===== src/rtl/lcd_wr_pkg.sv =====
package lcd_wr_pkg;
  localparam int CNT_W = 4;

  typedef enum logic [2:0] {
    PH_IDLE, PH_LOAD, PH_CSS, PH_WRS, PH_WRA, PH_WRH
  } phase_e;

  typedef struct packed {
    logic [CNT_W-1:0] css;
    logic [CNT_W-1:0] wrs;
    logic [CNT_W-1:0] wra;
    logic [CNT_W-1:0] wrh;
  } timing_t;

  localparam int CFG_EN_BIT = 0;
  localparam int CFG_WRH_LSB = 4;
  localparam int CFG_WRA_LSB = 8;
  localparam int CFG_WRS_LSB = 12;
  localparam int CFG_CSS_LSB = 16;
endpackage


===== src/rtl/lcd_trig_ctrl.sv =====
module lcd_trig_ctrl (
  input  logic clk_i,
  input  logic rst_ni,
  input  logic if_en_i,
  input  logic sw_mode_i,
  input  logic sw_trig_i,
  input  logic hw_en_i,
  input  logic hw_mask_i,
  input  logic per_te_i,
  input  logic te_i,
  input  logic upd_i,
  input  logic irq_en_i,
  input  logic busy_i,
  output logic start_o
);
  logic te_q, upd_pend_q, hold_q;
  logic te_rise, hw_fire, sw_fire, req;

  assign te_rise = te_i & ~te_q;
  assign hw_fire = if_en_i & ~sw_mode_i & hw_en_i & ~hw_mask_i & te_rise &
                   (per_te_i | upd_pend_q);
  assign sw_fire = if_en_i & sw_mode_i & sw_trig_i;
  assign req     = sw_fire | hw_fire;
  assign start_o = ~busy_i & (req | hold_q);

  always_ff @(posedge clk_i or negedge rst_ni) begin
    if (!rst_ni) begin
      te_q       <= 1'b0;
      upd_pend_q <= 1'b0;
      hold_q     <= 1'b0;
    end else begin
      te_q <= te_i;
      if (upd_i) upd_pend_q <= 1'b1;
      else if (hw_fire && !per_te_i) upd_pend_q <= 1'b0;
      // busy with done irq off: keep one request for after the frame
      if (!if_en_i || start_o) hold_q <= 1'b0;
      else if (req && busy_i && !irq_en_i) hold_q <= 1'b1;
    end
  end
endmodule


===== src/rtl/lcd_word_cnt.sv =====
module lcd_word_cnt #(
  parameter int W = 22
) (
  input  logic         clk_i,
  input  logic         rst_ni,
  input  logic         load_i,
  input  logic [W-1:0] total_i,
  input  logic         dec_i,
  output logic         zero_o
);
  logic [W-1:0] rem_q;

  always_ff @(posedge clk_i or negedge rst_ni) begin
    if (!rst_ni) rem_q <= '0;
    else if (load_i) rem_q <= total_i;
    else if (dec_i && rem_q != '0) rem_q <= rem_q - 1'b1;
  end

  assign zero_o = (rem_q == '0);
endmodule


===== src/rtl/lcd_phase_seq.sv =====
module lcd_phase_seq
  import lcd_wr_pkg::*;
#(
  parameter int DATA_W = 16
) (
  input  logic              clk_i,
  input  logic              rst_ni,
  input  logic              start_i,
  input  timing_t           tim_i,
  input  logic              words_zero_i,
  input  logic              valid_i,
  input  logic [DATA_W-1:0] data_i,
  output logic              ready_o,
  output logic              take_o,
  output logic              busy_o,
  output logic              frame_end_o,
  output logic              cs_no,
  output logic              wr_no,
  output logic [DATA_W-1:0] data_o
);
  phase_e            state_q, state_d;
  logic [CNT_W-1:0]  cnt_q, cnt_d;
  logic [DATA_W-1:0] data_q;

  assign ready_o = (state_q == PH_LOAD) && !words_zero_i;
  assign take_o  = ready_o && valid_i;
  assign busy_o  = (state_q != PH_IDLE);

  always_comb begin
    state_d     = state_q;
    cnt_d       = cnt_q;
    frame_end_o = 1'b0;
    unique case (state_q)
      PH_IDLE: if (start_i) state_d = PH_LOAD;
      PH_LOAD: begin
        if (words_zero_i) begin
          state_d     = PH_IDLE;
          frame_end_o = 1'b1;
        end else if (valid_i) begin
          state_d = PH_CSS;
          cnt_d   = tim_i.css;
        end
      end
      PH_CSS: begin
        if (cnt_q == '0) begin state_d = PH_WRS; cnt_d = tim_i.wrs; end
        else cnt_d = cnt_q - 1'b1;
      end
      PH_WRS: begin
        if (cnt_q == '0) begin state_d = PH_WRA; cnt_d = tim_i.wra; end
        else cnt_d = cnt_q - 1'b1;
      end
      PH_WRA: begin
        if (cnt_q == '0) begin state_d = PH_WRH; cnt_d = tim_i.wrh; end
        else cnt_d = cnt_q - 1'b1;
      end
      PH_WRH: begin
        if (cnt_q == '0) state_d = PH_LOAD;
        else cnt_d = cnt_q - 1'b1;
      end
      default: state_d = PH_IDLE;
    endcase
  end

  always_ff @(posedge clk_i or negedge rst_ni) begin
    if (!rst_ni) begin
      state_q <= PH_IDLE;
      cnt_q   <= '0;
      data_q  <= '0;
    end else begin
      state_q <= state_d;
      cnt_q   <= cnt_d;
      if (take_o) data_q <= data_i;
    end
  end

  assign cs_no  = !(state_q inside {PH_CSS, PH_WRS, PH_WRA, PH_WRH});
  assign wr_no  = (state_q != PH_WRA);
  assign data_o = data_q;
endmodule


===== src/rtl/lcd_wr_seq.sv =====
module lcd_wr_seq
  import lcd_wr_pkg::*;
#(
  parameter int DATA_W  = 16,
  parameter int HSIZE_W = 11,
  parameter int VSIZE_W = 11
) (
  input  logic               clk_i,
  input  logic               rst_ni,
  input  logic [31:0]        cfg_i,
  input  logic               sw_mode_i,
  input  logic               sw_trig_i,
  input  logic               hw_en_i,
  input  logic               hw_mask_i,
  input  logic               per_te_i,
  input  logic               te_i,
  input  logic               upd_i,
  input  logic               irq_en_i,
  input  logic [HSIZE_W-1:0] hsize_i,
  input  logic [VSIZE_W-1:0] vsize_i,
  input  logic [DATA_W-1:0]  pix_data_i,
  input  logic               pix_valid_i,
  output logic               pix_ready_o,
  output logic               lcd_cs_no,
  output logic               lcd_wr_no,
  output logic [DATA_W-1:0]  lcd_data_o,
  output logic               done_o,
  input  logic               done_clr_i
);
  localparam int TOT_W = HSIZE_W + VSIZE_W;

  logic         start, busy, take, frame_end, words_zero, done_q;
  timing_t      tim_q, tim_cfg;
  logic [TOT_W-1:0] total;

  assign tim_cfg.css = cfg_i[CFG_CSS_LSB +: CNT_W];
  assign tim_cfg.wrs = cfg_i[CFG_WRS_LSB +: CNT_W];
  assign tim_cfg.wra = cfg_i[CFG_WRA_LSB +: CNT_W];
  assign tim_cfg.wrh = cfg_i[CFG_WRH_LSB +: CNT_W];
  assign total = TOT_W'(hsize_i) * TOT_W'(vsize_i);

  lcd_trig_ctrl u_trig (
    .clk_i, .rst_ni,
    .if_en_i  (cfg_i[CFG_EN_BIT]),
    .sw_mode_i, .sw_trig_i, .hw_en_i, .hw_mask_i, .per_te_i,
    .te_i, .upd_i, .irq_en_i,
    .busy_i   (busy),
    .start_o  (start)
  );

  lcd_word_cnt #(.W(TOT_W)) u_cnt (
    .clk_i, .rst_ni,
    .load_i  (start),
    .total_i (total),
    .dec_i   (take),
    .zero_o  (words_zero)
  );

  lcd_phase_seq #(.DATA_W(DATA_W)) u_seq (
    .clk_i, .rst_ni,
    .start_i      (start),
    .tim_i        (tim_q),
    .words_zero_i (words_zero),
    .valid_i      (pix_valid_i),
    .data_i       (pix_data_i),
    .ready_o      (pix_ready_o),
    .take_o       (take),
    .busy_o       (busy),
    .frame_end_o  (frame_end),
    .cs_no        (lcd_cs_no),
    .wr_no        (lcd_wr_no),
    .data_o       (lcd_data_o)
  );

  always_ff @(posedge clk_i or negedge rst_ni) begin
    if (!rst_ni) begin
      tim_q  <= '0;
      done_q <= 1'b0;
    end else begin
      if (start) tim_q <= tim_cfg;
      if (frame_end) done_q <= 1'b1;
      else if (done_clr_i) done_q <= 1'b0;
    end
  end

  assign done_o = done_q;
endmodule


===== config.mk =====
export PLATFORM = sky130hd
export DESIGN_NAME = lcd_wr_seq
export DESIGN_NICKNAME = d
export VERILOG_FILES = /design/src/rtl/lcd_wr_pkg.sv /design/src/rtl/lcd_trig_ctrl.sv /design/src/rtl/lcd_word_cnt.sv /design/src/rtl/lcd_phase_seq.sv /design/src/rtl/lcd_wr_seq.sv
export SDC_FILE = /design/constraint.sdc
export NUM_CORES = 1
export LEC_CHECK = 0
export BUFFER_PORTS_ARGS = -buffer_cell sky130_fd_sc_hd__buf_4
export CORE_MARGIN = 2
export CORE_UTILIZATION = 40
export DETAILED_ROUTE_END_ITERATION = 8
export GPL_TIMING_DRIVEN = 0
export SLEW_MARGIN = 30
export SYNTH_ARGS = -nofsm -noshare
export SYNTH_HDL_FRONTEND = slang
export SYNTH_HIERARCHICAL = 1
export SYNTH_SLANG_ARGS = --single-unit

===== constraint.sdc =====
create_clock -name clk_i -period 4.9 [get_ports clk_i]
set_clock_uncertainty 0.15 [all_clocks]
set_input_delay 0 -clock clk_i [delete_from_list [all_inputs] [get_ports clk_i]]
set_output_delay 0 -clock clk_i [all_outputs]
set_load 0.005 [all_outputs]

* After elaboration in Yosys (flattened, before gate mapping) *
Cells that the tools add are included.

storage, ports and cells
  flip-flop bits (word level) = 65
  bits of input ports = 82
  word-level logic and storage cells = 96
  output and inout bits = 20

cells by class
  $mul = 1
  add/sub/neg operators = 2
  bitwise operators = 16
  mux-type cells = 25
  equal/unequal tests = 15
  reductions and logical operators = 25

operators by type and width
  kind                   count
  $mux 22                2
  $mux 4                 6
  $logic_not 22->1       1
  $mul 11x11->22         1
  $reduce_bool 22->1     1
  $sub 22x1->22 const B  1
  $mux 3                 7
  $pmux 4 s5             1
  $pmux 3 s6             1
  $and 1x1->1            9
  $mux 1                 8
  $ne 2x1->1 const B     4
  $ne 2x2->1 const B     4
  $reduce_bool 2->1      4
  $eq 3x2->1 const B     2
  $eq 3x3->1 const B     2
  $logic_and 1x1->1      6
  $reduce_and 6->1       1
  $logic_not 1->1        5
  $reduce_bool 5->1      1
  $logic_not 4->1        1
  $not 1->1              4
  $reduce_and 4->1       1
  $reduce_bool 4->1      1
  other kinds (8)        10

* Longest topological paths before layout *
  depth after elaboration = 11
  depth in mapped cells = 21
  mapped depth without buffers = 20

* Hierarchy *
The synthesis kept the hierarchy.

by module, submodules not included
  module         area each (um^2)  sequential area each (um^2)  cells an instance  times used
  lcd_wr_seq     4763.3            425.4                        528                1
  lcd_word_cnt   1387.6            550.5                        145                1
  lcd_phase_seq  1362.6            575.6                        120                1
  lcd_trig_ctrl  143.9             75.1                         14                 1

* Worst setup path after synthesis *
No wires, ideal clock.

  kind = input to register
  start point = input port vsize_i[2]
  end point = register u_cnt.rem_q[16]
  slack = 381 ps
  arrival = 4290 ps
  stages on the path = 19
  required time = 4670 ps
  path buffers = 1
  cells stage by stage = clkbuf_1 -> nand2_1 -> fa_1 -> inv_1 -> fa_1 -> inv_1 -> fa_1 -> inv_1 -> fa_1 -> inv_1 -> fa_1 -> inv_1 -> ha_1 -> o21ai_2 -> a21oi_4 -> a21boi_2 -> o31ai_2 -> xor2_1 -> a2bb2oi_1

on the way
  longest elaborated chain between the ends = 2

RTL lines
  item                  line                source
  from (decl)           lcd_wr_seq.sv:20    input logic [VSIZE_W-1:0] vsize_i,
  $mul 11x11->22        lcd_wr_seq.sv:40    assign total = TOT_W'(hsize_i) * TOT_W'(vsize_i);
  named net total[16]   lcd_wr_seq.sv:34    logic [TOT_W-1:0] total;
  $mux 22               lcd_word_cnt.sv:15  else if (load_i) rem_q <= total_i;
  to (signal assigned)  lcd_word_cnt.sv:15
  to (signal assigned)  lcd_word_cnt.sv:16  else if (dec_i && rem_q != '0) rem_q <= rem_q - 1'b1;
  to (decl)             lcd_word_cnt.sv:11  logic [W-1:0] rem_q;

The timed path passes the listed nets, and every way through them passes these cells.
A chain may end at the register's enable or synchronous reset.

* Worst setup path in the final report *
  start point = input port vsize_i[2]
  end point = register u_cnt.rem_q[21]

Same word-level chain as after synthesis.

==> flow_summary.json <==
{
  "clkTransAtPathRegs_ps": 60,
  "drc": 0,
  "clockRootBuffer": "clkbuf_16",
  "setup_viol": 0,
  "syn_area_sq_mm": 0.00766,
  "power_leakage_uw": 0.00446,
  "slew_headroom": 0.445,
  "clock_path_buffers": 2,
  "synth_seq_area_share": 0.212,
  "cts_htree_levels": 3,
  "grt_usage": 0.179,
  "start_kind": "input pin",
  "path_max_fanout": 10,
  "antenna_found_initial": 0,
  "place_congestion": 0.806,
  "max_freq_ghz": 0.216,
  "multi_input_area_sq_mm": 0.00541,
  "die-area_sq_mm": 0.0203,
  "grt_setup_unrepaired": "no",
  "pin_count": 102,
  "ir_drop_mv": 0.351,
  "whs_ps": 14.2,
  "fin_area_sq_mm": 0.00939,
  "maxCapViolCount": 0,
  "synth_warnings": 6,
  "hp-class": "input pin to register",
  "grt_pass1_vias": 6203,
  "pwr-share-clk": 0.145,
  "cp-startpoint": "vsize_i[2]",
  "synth_edf_count": 0,
  "tightest_slew_ps": 832,
  "reg2regPathDepth": 14,
  "r2r_end": "u_cnt/rem_q[9]$_DFFE_PN0P_",
  "grt_pass1_wl_microns": 29500,
  "p_seq_frac": 0.196,
  "hp-start": "pix_valid_i",
  "area_growth_pct": 22.6,
  "cts_buffers": 9,
  "cts_setup_buffers": 0,
  "cts_tree": "yes",
  "p_per_area_mw_per_mm2": 544,
  "clock_latency_ps": 330,
  "postSynthNetCount": 1032,
  "rrSetupSlack_ps": 1050,
  "synth.area.top_cells": "dfrtp_1 21%, fa_1 21%, ha_1 10%",
  "nFillCells": 1749,
  "drv_slew": 0,
  "switchingPower_uw": 2240,
  "std_cell_rows": 50,
  "drive_above_1_share": 0.198,
  "run_status": "completed",
  "drtAntennaViolNets": 0,
  "drtIter0Drc": 299,
  "min_period_ps": 4630,
  "drt-wirelength-per-cell_microns": 14.6,
  "firstDrtPassIters": 4,
  "cts_sinks": 65,
  "fp.dieW_microns": 142,
  "synth_cell_types": 73,
  "ys.flop_type": "dfrtp_1",
  "wl_met1_microns": 8150,
  "seqCellArea_sq_mm": 0.00163,
  "critPathCaptureType": "register",
  "portBuffers": 86,
  "avgSynthCellArea_sq_um": 9.49,
  "dr_total_vias": 6035,
  "critPathKind": "input pin to register",
  "routed_via_density": 5.11,
  "wirelength_microns": 17300,
  "wl_met2_microns": 8320,
  "start_util": 0.408,
  "grt_max_degree": 66,
  "hold_violations": 0,
  "die_y_microns": 142,
  "syn_inst": 807,
  "grt_overflow": 0,
  "final_nets": 1166,
  "arrival_ps": 4730,
  "ys_ff_latch": 65,
  "n_antenna_cell": 0,
  "p_sw_frac": 0.438,
  "top_layer": "met4",
  "p_int_uw": 2870,
  "synth_top_area_frac": 0.212,
  "fin_crit_sh": 0.945,
  "dp_hpwl_microns": 13400,
  "synthArstFlopShare": 1.00,
  "power_frac_comb": 0.658,
  "r2r_start": "u_cnt/rem_q[0]$_DFFE_PN0P_",
  "placed_cell_area_sq_mm": 0.00860,
  "core-area_sq_mm": 0.0188,
  "critPathRequiredTime_ps": 5000,
  "endpoint": "u_cnt/rem_q[21]$_DFFE_PN0P_",
  "wl_met3_microns": 610,
  "yosys.area.top_type": "dfrtp_1"
}
[repair_timing]
item / in CTS / in global routing
endpoints found under the setup margin: 0 / 9
endpoints found under the hold margin: 102 / 0
gates resized for setup: 0 / 12
hold buffers: 48 / 0
[cell families (layout without fill, tap and decap cells)]
kind of cell,after synthesis,after routing,share of synthesized area
buffers and inverters,154,293,0.0807
AO/OA/AOI/OAI,126,126,0.117
multiplexers,40,40,0.0624
XOR/XNOR,37,37,0.0423
AND/OR/NAND/NOR,242,242,0.173
flip-flops,65,65,0.212
adder cells (fa/ha/maj),143,143,0.312
[final cells by class]
| type | count | area share |
|---|---|---|
| Buffer | 26 | 0.0155 |
| Clock buffer | 10 | 0.0244 |
| Clock inverter | 6 | 0.0123 |
| Inverter | 117 | 0.0468 |
| Multi-Input combinational cell | 588 | 0.577 |
| Sequential cell | 65 | 0.173 |
| Tap cell | 234 | 0.0312 |
| Timing Repair Buffer | 134 | 0.120 |
[placed cells by master (no fill, tap or decap), types with 13 or more instances in the layout]
cell,Yosys,layout
inv_1,117,117
nand2_1,99,99
buf_4,2,88
fa_1,80,80
dfrtp_1,65,65
and2_1,63,63
ha_1,63,63
dlygate4sd3_1,1,49
mux2_2,30,30
a21oi_1,28,28
o21ai_0,24,24
xnor2_1,24,24
nor2_1,21,21
xor2_1,13,13
[synth_stat cells (all sizes together) (2+ instances only)]
cell type,count
a211oi,4
nand2b,9
a311oi,4
and3,2
or3,4
nor3b,2
o21ai,31
ha,63
nand3,3
o22ai,3
mux2i,2
inv,117
clkbuf,28
o211ai,8
nor4b,3
mux2,38
nand2,100
nor2b,3
xnor2,24
dfrtp,65
and4,2
nor4,7
nor2,22
xor2,13
a21oi,33
a31oi,5
buf,8
and2,64
a21o,8
a2111oi,3
o21a,6
nand4,6
o31ai,4
a21boi,2
o41ai,3
a2bb2oi,5
fa,80
nor3,10
[power groups by stage]
stage / sequential [uW] / combinational [uW] / clock, uW
2_1_floorplan: 966 / 2580 / 0
3_3_place_gp: 995 / 3280 / 0
3_5_place_dp: 1000 / 3310 / 0
4_1_cts: 999 / 3410 / 758
5_1_grt: 1040 / 3820 / 783
6_report: 1000 / 3360 / 743
[metal layers]
layer | vias to the layer above | track usage
met5 | - | 0
met4 | 0 | 0.0334
met3 | 19 | 0.0259
met2 | 109 | 0.298
met1 | 2987 | 0.251
li1 | 2920 | -
[worst min path at each step]
| stage | to | slack, ps | cells past startpoint |
|---|---|---|---|
| after floorplan | done_o$_DFFE_PN0P_ | -450 | 0 |
| after global placement | u_trig/te_q$_DFF_PN0_ | -30 | 1 |
| after detailed placement | u_trig/te_q$_DFF_PN0_ | -30 | 1 |
| after CTS | u_seq/data_o[7]$_DFFE_PN0P_ | 8 | 3 |
| after global routing | u_seq/data_o[7]$_DFFE_PN0P_ | 20 | 3 |
| final | u_seq/data_o[7]$_DFFE_PN0P_ | 10 | 3 |
[registers in the layout, summed over array words and instances (netlist names)]
| name | cells |
|---|---|
| u_trig/hold_q | 1 |
| u_cnt/rem_q | 22 |
| u_trig/upd_pend_q | 1 |
| u_seq/data_o | 16 |
| done_o | 1 |
| u_trig/te_q | 1 |
| u_seq/cnt_q | 4 |
| tim_q | 16 |
| u_seq/state_q | 3 |
[metrics by stage]
stage	TNS (ps)	std cells	power (uW)	util	worst slack [ps]
3_5_place_dp	-1690	1127	4310	0.458	-295
6_report	0	1180	5110	0.500	271
2_1_floorplan	0	807	3550	-	381
3_3_place_gp	-1480	1127	4270	0.458	-259
5_1_grt	0	1180	5640	0.500	4.03
4_1_cts	0	1191	5160	0.502	32.1
[critical path, cell delays in order]
cell	delay [ps]
buf_4	80
clkbuf_2	230
nand2_1	110
fa_1	540
inv_1	50
fa_1	490
inv_1	60
fa_1	530
inv_1	50
fa_1	470
inv_1	50
fa_1	480
inv_1	40
ha_1	370
nand2_1	100
a21boi_1	180
o21ai_2	120
a21oi_2	220
nor3_1	80
a211oi_1	230
nand2_1	130
o21ai_0	100
Note: power is estimated with default switching activity, not from simulation.
